[src/rtl/mmc_bclk_pkg.sv]
package mmc_bclk_pkg;

    typedef enum logic [1:0] {
        S_OFF  = 2'd0,
        S_LOW  = 2'd1,
        S_HIGH = 2'd2,
        S_HOLD = 2'd3
    } bclk_state_e;

endpackage

[src/rtl/mmc_bclk_halfcalc.sv]
module mmc_bclk_halfcalc #(
    parameter int DIV_W  = 8,
    parameter int PWS_W  = 3,
    parameter int HALF_W = DIV_W + 1 + (2 ** PWS_W)
) (
    input  logic [DIV_W-1:0]  clkdiv,
    input  logic              pws_en,
    input  logic [PWS_W-1:0]  pws_div,
    input  logic              bus_active,
    output logic [HALF_W-1:0] half_len
);
    localparam int SH_W = PWS_W + 1;

    logic              slow_mode;
    logic [SH_W-1:0]   shift_amt;
    logic [HALF_W-1:0] stage [SH_W+1];

    assign slow_mode = pws_en & ~bus_active;
    assign shift_amt = slow_mode ? ({1'b0, pws_div} + SH_W'(1)) : '0;
    assign stage[0]  = HALF_W'({1'b0, clkdiv}) + HALF_W'(1);

    for (genvar k = 0; k < SH_W; k++) begin : g_shift
        assign stage[k+1] = shift_amt[k] ? (stage[k] << (2 ** k)) : stage[k];
    end

    assign half_len = stage[SH_W];

endmodule

[src/rtl/mmc_bclk_stall.sv]
module mmc_bclk_stall (
    input  logic rd_proof,
    input  logic wr_proof,
    input  logic dir_read,
    input  logic fifo_full,
    output logic stall
);
    logic proof_sel;

    assign proof_sel = dir_read ? rd_proof : wr_proof;
    assign stall     = fifo_full & proof_sel;

endmodule

[src/rtl/mmc_bclk_fsm.sv]
module mmc_bclk_fsm
    import mmc_bclk_pkg::*;
#(
    parameter int HALF_W = 17
) (
    input  logic              clk,
    input  logic              rst_n,
    input  logic              enable,
    input  logic              stall,
    input  logic [HALF_W-1:0] half_len,
    output logic              bus_clk,
    output logic              rise_stb
);
    bclk_state_e       state_q, state_d;
    logic [HALF_W-1:0] cnt_q, cnt_d;
    logic [HALF_W-1:0] half_q, half_d;
    logic              cnt_end;

    assign cnt_end = (cnt_q == '0);

    // next-state logic
    always_comb begin
        state_d = state_q;
        cnt_d   = cnt_q;
        half_d  = half_q;
        unique case (state_q)
            S_OFF: begin
                if (enable) begin                  // T_START
                    state_d = S_LOW;
                    half_d  = half_len;
                    cnt_d   = half_len - HALF_W'(1);
                end
            end
            S_LOW: begin
                if (!enable) begin
                    state_d = S_OFF;
                end else if (cnt_end) begin
                    if (stall) begin               // T_PARK
                        state_d = S_HOLD;
                    end else begin                 // T_RISE
                        state_d = S_HIGH;
                        cnt_d   = half_q - HALF_W'(1);
                    end
                end else begin
                    cnt_d = cnt_q - HALF_W'(1);
                end
            end
            S_HOLD: begin
                if (!enable) begin
                    state_d = S_OFF;
                end else if (!stall) begin         // T_RESUME
                    state_d = S_HIGH;
                    cnt_d   = half_q - HALF_W'(1);
                end
            end
            S_HIGH: begin
                if (cnt_end) begin
                    if (enable) begin              // T_FALL
                        state_d = S_LOW;
                        half_d  = half_len;
                        cnt_d   = half_len - HALF_W'(1);
                    end else begin                 // T_STOP
                        state_d = S_OFF;
                    end
                end else begin
                    cnt_d = cnt_q - HALF_W'(1);
                end
            end
            default: state_d = S_OFF;
        endcase
    end

    // state register
    always_ff @(posedge clk or negedge rst_n) begin
        if (!rst_n) begin
            state_q <= S_OFF;
            cnt_q   <= '0;
            half_q  <= '0;
        end else begin
            state_q <= state_d;
            cnt_q   <= cnt_d;
            half_q  <= half_d;
        end
    end

    // registered outputs
    always_ff @(posedge clk or negedge rst_n) begin
        if (!rst_n) begin
            bus_clk  <= 1'b0;
            rise_stb <= 1'b0;
        end else begin
            bus_clk  <= (state_d == S_HIGH);
            rise_stb <= (state_d == S_HIGH) && (state_q != S_HIGH);
        end
    end

endmodule

[src/rtl/mmc_busclk_ctrl.sv]
module mmc_busclk_ctrl #(
    parameter int DIV_W = 8,
    parameter int PWS_W = 3
) (
    input  logic             clk,
    input  logic             rst_n,
    input  logic             enable,
    input  logic [DIV_W-1:0] clkdiv,
    input  logic             pws_en,
    input  logic [PWS_W-1:0] pws_div,
    input  logic             rd_proof,
    input  logic             wr_proof,
    input  logic             bus_active,
    input  logic             dir_read,
    input  logic             fifo_full,
    output logic             bus_clk,
    output logic             rise_stb
);
    localparam int HALF_W = DIV_W + 1 + (2 ** PWS_W);

    logic [HALF_W-1:0] half_len;
    logic              stall;

    mmc_bclk_halfcalc #(
        .DIV_W (DIV_W),
        .PWS_W (PWS_W),
        .HALF_W(HALF_W)
    ) i_halfcalc (
        .clkdiv    (clkdiv),
        .pws_en    (pws_en),
        .pws_div   (pws_div),
        .bus_active(bus_active),
        .half_len  (half_len)
    );

    mmc_bclk_stall i_stall (
        .rd_proof (rd_proof),
        .wr_proof (wr_proof),
        .dir_read (dir_read),
        .fifo_full(fifo_full),
        .stall    (stall)
    );

    mmc_bclk_fsm #(
        .HALF_W(HALF_W)
    ) i_fsm (
        .clk     (clk),
        .rst_n   (rst_n),
        .enable  (enable),
        .stall   (stall),
        .half_len(half_len),
        .bus_clk (bus_clk),
        .rise_stb(rise_stb)
    );

endmodule

[config.mk]
export PLATFORM = sky130hd
export DESIGN_NAME = mmc_busclk_ctrl
export DESIGN_NICKNAME = d
export VERILOG_FILES = /design/src/rtl/mmc_bclk_pkg.sv /design/src/rtl/mmc_bclk_halfcalc.sv /design/src/rtl/mmc_bclk_stall.sv /design/src/rtl/mmc_bclk_fsm.sv /design/src/rtl/mmc_busclk_ctrl.sv
export SDC_FILE = /design/constraint.sdc
export NUM_CORES = 1
export LEC_CHECK = 0
export BUFFER_PORTS_ARGS = -buffer_cell sky130_fd_sc_hd__clkbuf_2
export CORE_ASPECT_RATIO = 0.7
export CORE_MARGIN = 2
export CORE_UTILIZATION = 45
export DETAILED_ROUTE_END_ITERATION = 8
export GPL_TIMING_DRIVEN = 1
export SYNTH_ARGS = -nofsm -noshare
export SYNTH_HDL_FRONTEND = slang
export SYNTH_SLANG_ARGS = --single-unit
[constraint.sdc]
create_clock -name clk -period 5.24 [get_ports clk]
set_clock_uncertainty 0.2 [all_clocks]
set_input_delay 0.786 -clock clk [delete_from_list [all_inputs] [get_ports clk]]
set_output_delay 0.786 -clock clk [all_outputs]
set_load 0.05 [all_outputs]
==> run summary, run 1 <==
# IOs - 22
CTS tree - yes
First-pass GRT wire length - 22.9 mm
Die Span Y - 85.1 um
Synth-to-Final Area Change - 7.71%
Fin cells - 722
Reg2Reg Depth - 8
Synth Instances - 595
Most common cell after layout, fill and taps aside - nand2_1
Buffer depth of the longest clock path - 2
Post CTS Setup Buffer Count - 0
CTS Buf Count - 5
Post-synth cell types - 84
PwrDens - 259 nW/um^2
Dominant synthesized flop cell - dfrtp_1
Hold bufs inserted after CTS - 0
GRT Resource Usage Total - 28.4%
Leakage - 1.82 nW
Async SR Flop Fraction - 100%
Setup crit start - pws_div[0]
Worst-path clk slew - 0.06 ns
DRT Pass-1 Iters - 5
Core area - 9110 sq um
Final setup viols - 0
Status - complete, no violations
#FFs+latches synth - 38
# placed instances - 714
Worst hold path type - register to register
Tmin final - 4.02 ns
Max_cap viols - 0
Dpl ws - 1.08 ns
Setup TNS - 0 ns
Drt first-iter violations - 466
Global placement routability congestion - 0.958
Row Count - 29
Fraction of layout instances using a drive strength above 1 - 10.7%
Post-synth EDFFs - 0
Final #Nets - 622
R2R Path Start - i_fsm.cnt_q[0]$_DFFE_PN0P_
Die Area - 10200 sq um
Sequential share of the synthesized area - 22.5%
Worst slew pin tran - 0.982 ns
Largest net degree at the start of global routing - 49
Slew margin rel. - 34.3%
VDD IR max - 0.113 mV
Vias - 4697
CP Launch Type - primary input
Setup slack, reg-to-reg - 1.59 ns
Clk Latency, worst-skew pair - 0.29 ns
Most frequent cells in the layout - nand2_1 (90), nor2_1 (55), a21oi_1 (47)
CP endpoint kind - register
Vias in the first global route - 4296
Routed WL - 14.4 mm
Max FO, Critical Path - 12
Die width - 120 um
Mapped Nets - 620
GR Util met3 - 7.33%
RR Endpoint - i_fsm.cnt_q[11]$_DFFE_PN0P_
Number of I/O port buffers - 21
Final Hold Viols - 0
Fin worst setup slack - 1.22 ns
N_diodes - 0
WL/cell - 20.0 um
Tcrit/Tclk final - 76.8%
Initial antenna violation count - 0
Max Clock Freq - 249 MHz
Clock Sinks - 38
RSZ-0062 raised after global routing - false
Mean post-synth cell area - 7.11 sq um
Initial cell density of the core - 46.5%
GR peak layer - met1
Crit Path Category - primary input to register
Drt drc - 0
WP data required - 5.26 ns
Post-DP HPWL - 10.8 mm
Htree depth - 2
GR Util met1 - 43.0%
CP arrival - 4.05 ns
Post_cts resized - 0
Routed vias/inst - 6.51
Root buffer cell - clkbuf_16
Gr ovfl total - 0
Critical path capture point - i_fsm.cnt_q[16]$_DFFE_PN0P_
Met2 Use GR - 40.4%
Synth Cell Area - 4230 sq um
Ys Warns - 0
Antenna-violating nets left - 0
Max-slew violations - 0
-- layout make-up --
class,count,area [sq um]
sequential,38,951
clock buffer,7,143
clock inverter,1,5.00
tap,124,155
multi-input combinational,508,3080
timing repair buffer,29,165
fill,915,4550
inverter,15,56.3
-- per-stage QoR --
step	power, mW	hold WS, ns	utilization [%]	instance area, sq um
3_3_place_gp	0.836	0.300	48.4	4410
2_1_floorplan	0.731	0.270	-	4230
6_report	1.18	0.320	50.1	4560
4_1_cts	1.17	0.320	50.1	4560
5_1_grt	1.25	0.360	50.1	4560
3_5_place_dp	0.852	0.305	48.4	4410
-- worst min-delay path by stage --
stage / from / end / slack (ns) / cells after the start
final: i_fsm.half_q[16]$_DFFE_PN0P_ / i_fsm.half_q[16]$_DFFE_PN0P_ / 0.32 / 2
after global placement: i_fsm.half_q[16]$_DFFE_PN0P_ / i_fsm.half_q[16]$_DFFE_PN0P_ / 0.30 / 2
after floorplan: i_fsm.half_q[16]$_DFFE_PN0P_ / i_fsm.half_q[16]$_DFFE_PN0P_ / 0.27 / 2
after detailed placement: i_fsm.half_q[16]$_DFFE_PN0P_ / i_fsm.half_q[16]$_DFFE_PN0P_ / 0.30 / 2
after CTS: i_fsm.half_q[16]$_DFFE_PN0P_ / i_fsm.half_q[16]$_DFFE_PN0P_ / 0.32 / 2
after global routing: i_fsm.half_q[16]$_DFFE_PN0P_ / i_fsm.half_q[16]$_DFFE_PN0P_ / 0.36 / 2
-- state kept, by name (all words and copies together), names as in the netlist --
| register | flops |
|---|---|
| i_fsm.state_q | 2 |
| i_fsm.bus_clk | 1 |
| i_fsm.cnt_q | 17 |
| i_fsm.rise_stb | 1 |
| i_fsm.half_q | 17 |
-- cell usage after synthesis, types with 9 or more instances --
master / count / area share, %
nand2_1: 90 / 8.0
nor2_1: 55 / 4.9
a21oi_1: 47 / 5.6
o21ai_0: 41 / 4.8
dfrtp_1: 38 / 22
nand3_1: 30 / 3.5
clkbuf_1: 26 / 2.3
xnor2_1: 18 / 3.7
nor3_1: 15 / 1.8
xor2_1: 15 / 3.1
inv_1: 14 / 1.2
o211ai_1: 13 / 2.3
a31oi_1: 10 / 1.5
o22ai_1: 9 / 1.3
o31ai_1: 9 / 1.6
or3_1: 9 / 1.3
-- where the power goes --
group | internal, mW | switching [mW] | total (mW) | leakage, nW
sequential | 0.338 | 0.0713 | 0.409 | 0.481
clock | 0.189 | 0.131 | 0.320 | 0.0739
combinational | 0.177 | 0.273 | 0.451 | 1.27
-- routing by layer --
metal	routed length, um	share of wire (%)
met1	7000	49
met2	5880	41
met3	1440	10
met4	92	0.64
met5	0	0
-- critical path, cell delays in order --
cell	delay [ns]
clkbuf_2	0.18
ha_1	0.45
and3b_1	0.37
a32oi_1	0.31
nand2_1	0.22
nor3_1	0.24
o211ai_1	0.19
nor3_1	0.42
nand2_1	0.22
or4_1	0.54
nand3_1	0.10
-- logic make-up after synthesis --
family	share of synthesized area [%]
AO/OA/AOI/OAI	31.0
XOR/XNOR	6.83
buffers and inverters	4.67
adder cells (fa/ha/maj)	1.48
multiplexers	2.10
flip-flops	22.5
AND/OR/NAND/NOR	31.5
Note: power is estimated with default switching activity, not from simulation.
==> run 2, diff against run 1 <==
- ABC_AREA: default -> 1
- clock period: 5.24 -> 3.6 ns (I/O delays scaled with it)
==> run 2 against run 1 <==
Effect of this change:
- clock power rose by 41%
- register-to-register slack got worse by 1.0 ns
- worst hold slack got worse by 0.091 ns
- worst setup slack got worse by 0.74 ns
- die area rose by 3.0%
- flip-flop and latch count did not move
- synthesized cell count rose by 26%
- wire length fell by 2.4%
- utilization fell by 0.35 points
- first-iteration DRC count fell by 1.1%
- critical path type unchanged
- critical endpoint is now i_fsm.cnt_q[9]$_DFFE_PN0P_
==> run summary, run 2 <==
CP Launch Type - primary input
Design Power - 1.70 mW
Async SR Flop Fraction - 100%
Status - complete, no violations
Leakage - 2.43 nW
Worst slew pin tran - 1.05 ns
Top Registers - i_fsm.cnt_q (17), i_fsm.half_q (17), i_fsm.state_q (2)
Max FO, Critical Path - 11
Number of I/O port buffers - 21
Post-synth EDFFs - 0
Drt drc - 0
VDD IR max - 0.179 mV
Routed vias/inst - 5.60
Setup TNS - 0 ns
Max Clock Freq - 320 MHz
Worst path bufs/invs - 3
Synth-to-Final Area Change - 8.97%
Final Hold Viols - 0
Core area - 9570 sq um
Die Span Y - 86.4 um
Dominant synthesized flop cell - dfrtp_1
Delay-heaviest family, CP - simple AND/OR/NAND/NOR gates
Crit path largest cell delay - 0.32 ns
Ranking of synthesized cells by area - dfrtp_1 (22%), nand2_1 (20%), nand3_1 (10%)
Die width - 122 um
Slowest stage cell, crit path - ha_1
PwrDens - 357 nW/um^2
# IOs - 22
Register area - 951 sq um
Most common cell after layout, fill and taps aside - nand2_1
Slew margin rel. - 29.8%
Row Count - 30
Final #Nets - 796
Yosys top cell by area - dfrtp_1
Hold bufs inserted after CTS - 0
Vias in the first global route - 4533
Most frequent cell after synthesis - nand2_1
Antenna-violating nets left - 0
Tcrit/Tclk final - 86.7%
Top cell type's share of synthesized area - 21.8%
Drt first-iter violations - 461
N_diodes - 0
Mapped Nets - 777
Post-DP HPWL - 10.9 mm
Largest net degree at the start of global routing - 39
Sequential share of the synthesized area - 21.8%
Mean post-synth cell area - 5.81 sq um
CP endpoint kind - register
Fraction of layout instances using a drive strength above 1 - 12.7%
Htree depth - 2
Fillcell total - 1036
Buffer depth of the longest clock path - 2
Initial cell density of the core - 45.6%
Ys Warns - 0
Post-synth top cells - nand2_1 (233), nand3_1 (91), inv_1 (85), o21ai_0 (68), nor2_1 (63)
CTS Buf Count - 5
Worst-path clk slew - 0.06 ns
RSZ-0062 raised after global routing - false
Tmin final - 3.12 ns
DRT Pass-1 Iters - 6
Most used cell, CP - nand2_1
Synth Cell Area - 4370 sq um
#FFs+latches synth - 38
Initial antenna violation count - 0
Routed WL - 14.1 mm
Global placement routability congestion - 0.975
Final setup viols - 0
GRT Resource Usage Total - 28.0%
Max-slew violations - 0
Multi-input logic area - 2920 sq um
Max_cap viols - 0
First-pass GRT wire length - 22.9 mm
Final Util - 49.7%
Worst hold path type - primary input to async pin
Clk Latency, worst-skew pair - 0.29 ns
Post_cts resized - 0
Post-synth cell types - 45
WL/cell - 15.7 um
Fin worst setup slack - 0.477 ns
CP arrival - 3.15 ns
Synth Instances - 752
Gr ovfl total - 0
Dpl ws - 0.261 ns
Post CTS Setup Buffer Count - 0
Crit Path Category - primary input to register
Worst-path cell chain - clkbuf_2, ha_1, inv_1, nor2_4, buf_4, nand2_1, nand2_1, nand2_2, nand2_1, nor2_4, nand3_1, nor2_1, nand2_1, nand2_1, nand3_1, nand3b_1, nand2_1, nand2_1, nand2_1, nand2_1, nand2_1, nand2_1
Clock Sinks - 38
Die Area - 10500 sq um
Vias - 5028
CTS tree - yes
WP data required - 3.63 ns
Root buffer cell - clkbuf_16
Most frequent cells in the layout - nand2_1 (233), nand3_1 (91), inv_1 (85)
==> run 2: final timing paths <==
path                                                  start                      endpoint  slack [ns]  depth (start not counted)
worst max-delay path                             pws_div[0]    i_fsm.cnt_q[9]$_DFFE_PN0P_        0.48                         22
worst min-delay path                                  rst_n   i_fsm.half_q[1]$_DFFE_PN0P_        0.23                          1
worst max register to register  i_fsm.half_q[0]$_DFFE_PN0P_   i_fsm.cnt_q[12]$_DFFE_PN0P_        0.59                         17
worst min register to register  i_fsm.half_q[2]$_DFFE_PN0P_   i_fsm.half_q[2]$_DFFE_PN0P_        0.36                          2
max in group asynchronous                             rst_n  i_fsm.half_q[14]$_DFFE_PN0P_        2.32                          1
min in group clk                i_fsm.half_q[2]$_DFFE_PN0P_   i_fsm.half_q[2]$_DFFE_PN0P_        0.36                          2
==> run 2: layout make-up <==
cell class | instances | share of cell area, %
clock buffer | 6 | 2.92
inverter | 104 | 8.20
multi-input combinational | 588 | 61.3
sequential | 38 | 20.0
tap | 128 | 3.37
timing repair buffer | 34 | 4.26
==> run 2: metrics by stage <==
stage / cell area, sq um / cells / hold WS, ns
after detailed placement: 4620 / 892 / 0.351
final: 4760 / 898 / 0.230
after CTS: 4760 / 898 / 0.276
after global routing: 4760 / 898 / 0.301
after floorplan: 4370 / 752 / 0.0444
after global placement: 4620 / 892 / 0.332
==> run 2: routing by layer <==
layer	GRT usage [%]	part of all wire [%]
met1	42.5	48
met2	41.0	40
met3	5.46	10
met4	5.33	1.3
met5	0	0
==> run 2: cells by family (layout without fill, tap and decap cells) <==
logic type      after synthesis  after routing  synth area share (%)
mux                           1              1                 0.258
buf+inv                     126            144                  11.5
flops                        38             38                  21.8
xor+xnor                     12             12                  2.41
fa+ha+maj                     5              5                  1.43
simple gates                443            443                  46.4
compound gates              127            127                  16.2
==> run 2: worst reg2reg max path, stage by stage, from the launching register on <==
cell and delay (ns):
dfrtp_1 0.40, inv_1 0.11, ha_1 0.17, nand2_1 0.07, nor2_1 0.16, nand3_1 0.15, nor3_1 0.30, inv_1 0.18
nor3_2 0.30, nand2_1 0.14, xor2_1 0.16, nand2_1 0.09, o21ai_1 0.13, o21ai_0 0.11, nand2_1 0.09, nand2_1 0.05
nand2_1 0.05, nand2_1 0.06
==> run 2: power breakdown <==
part           internal, mW  total (mW)  switching [mW]
Combinational         0.225       0.657           0.432
Clock                 0.268       0.452           0.184
Sequential            0.494       0.589          0.0948
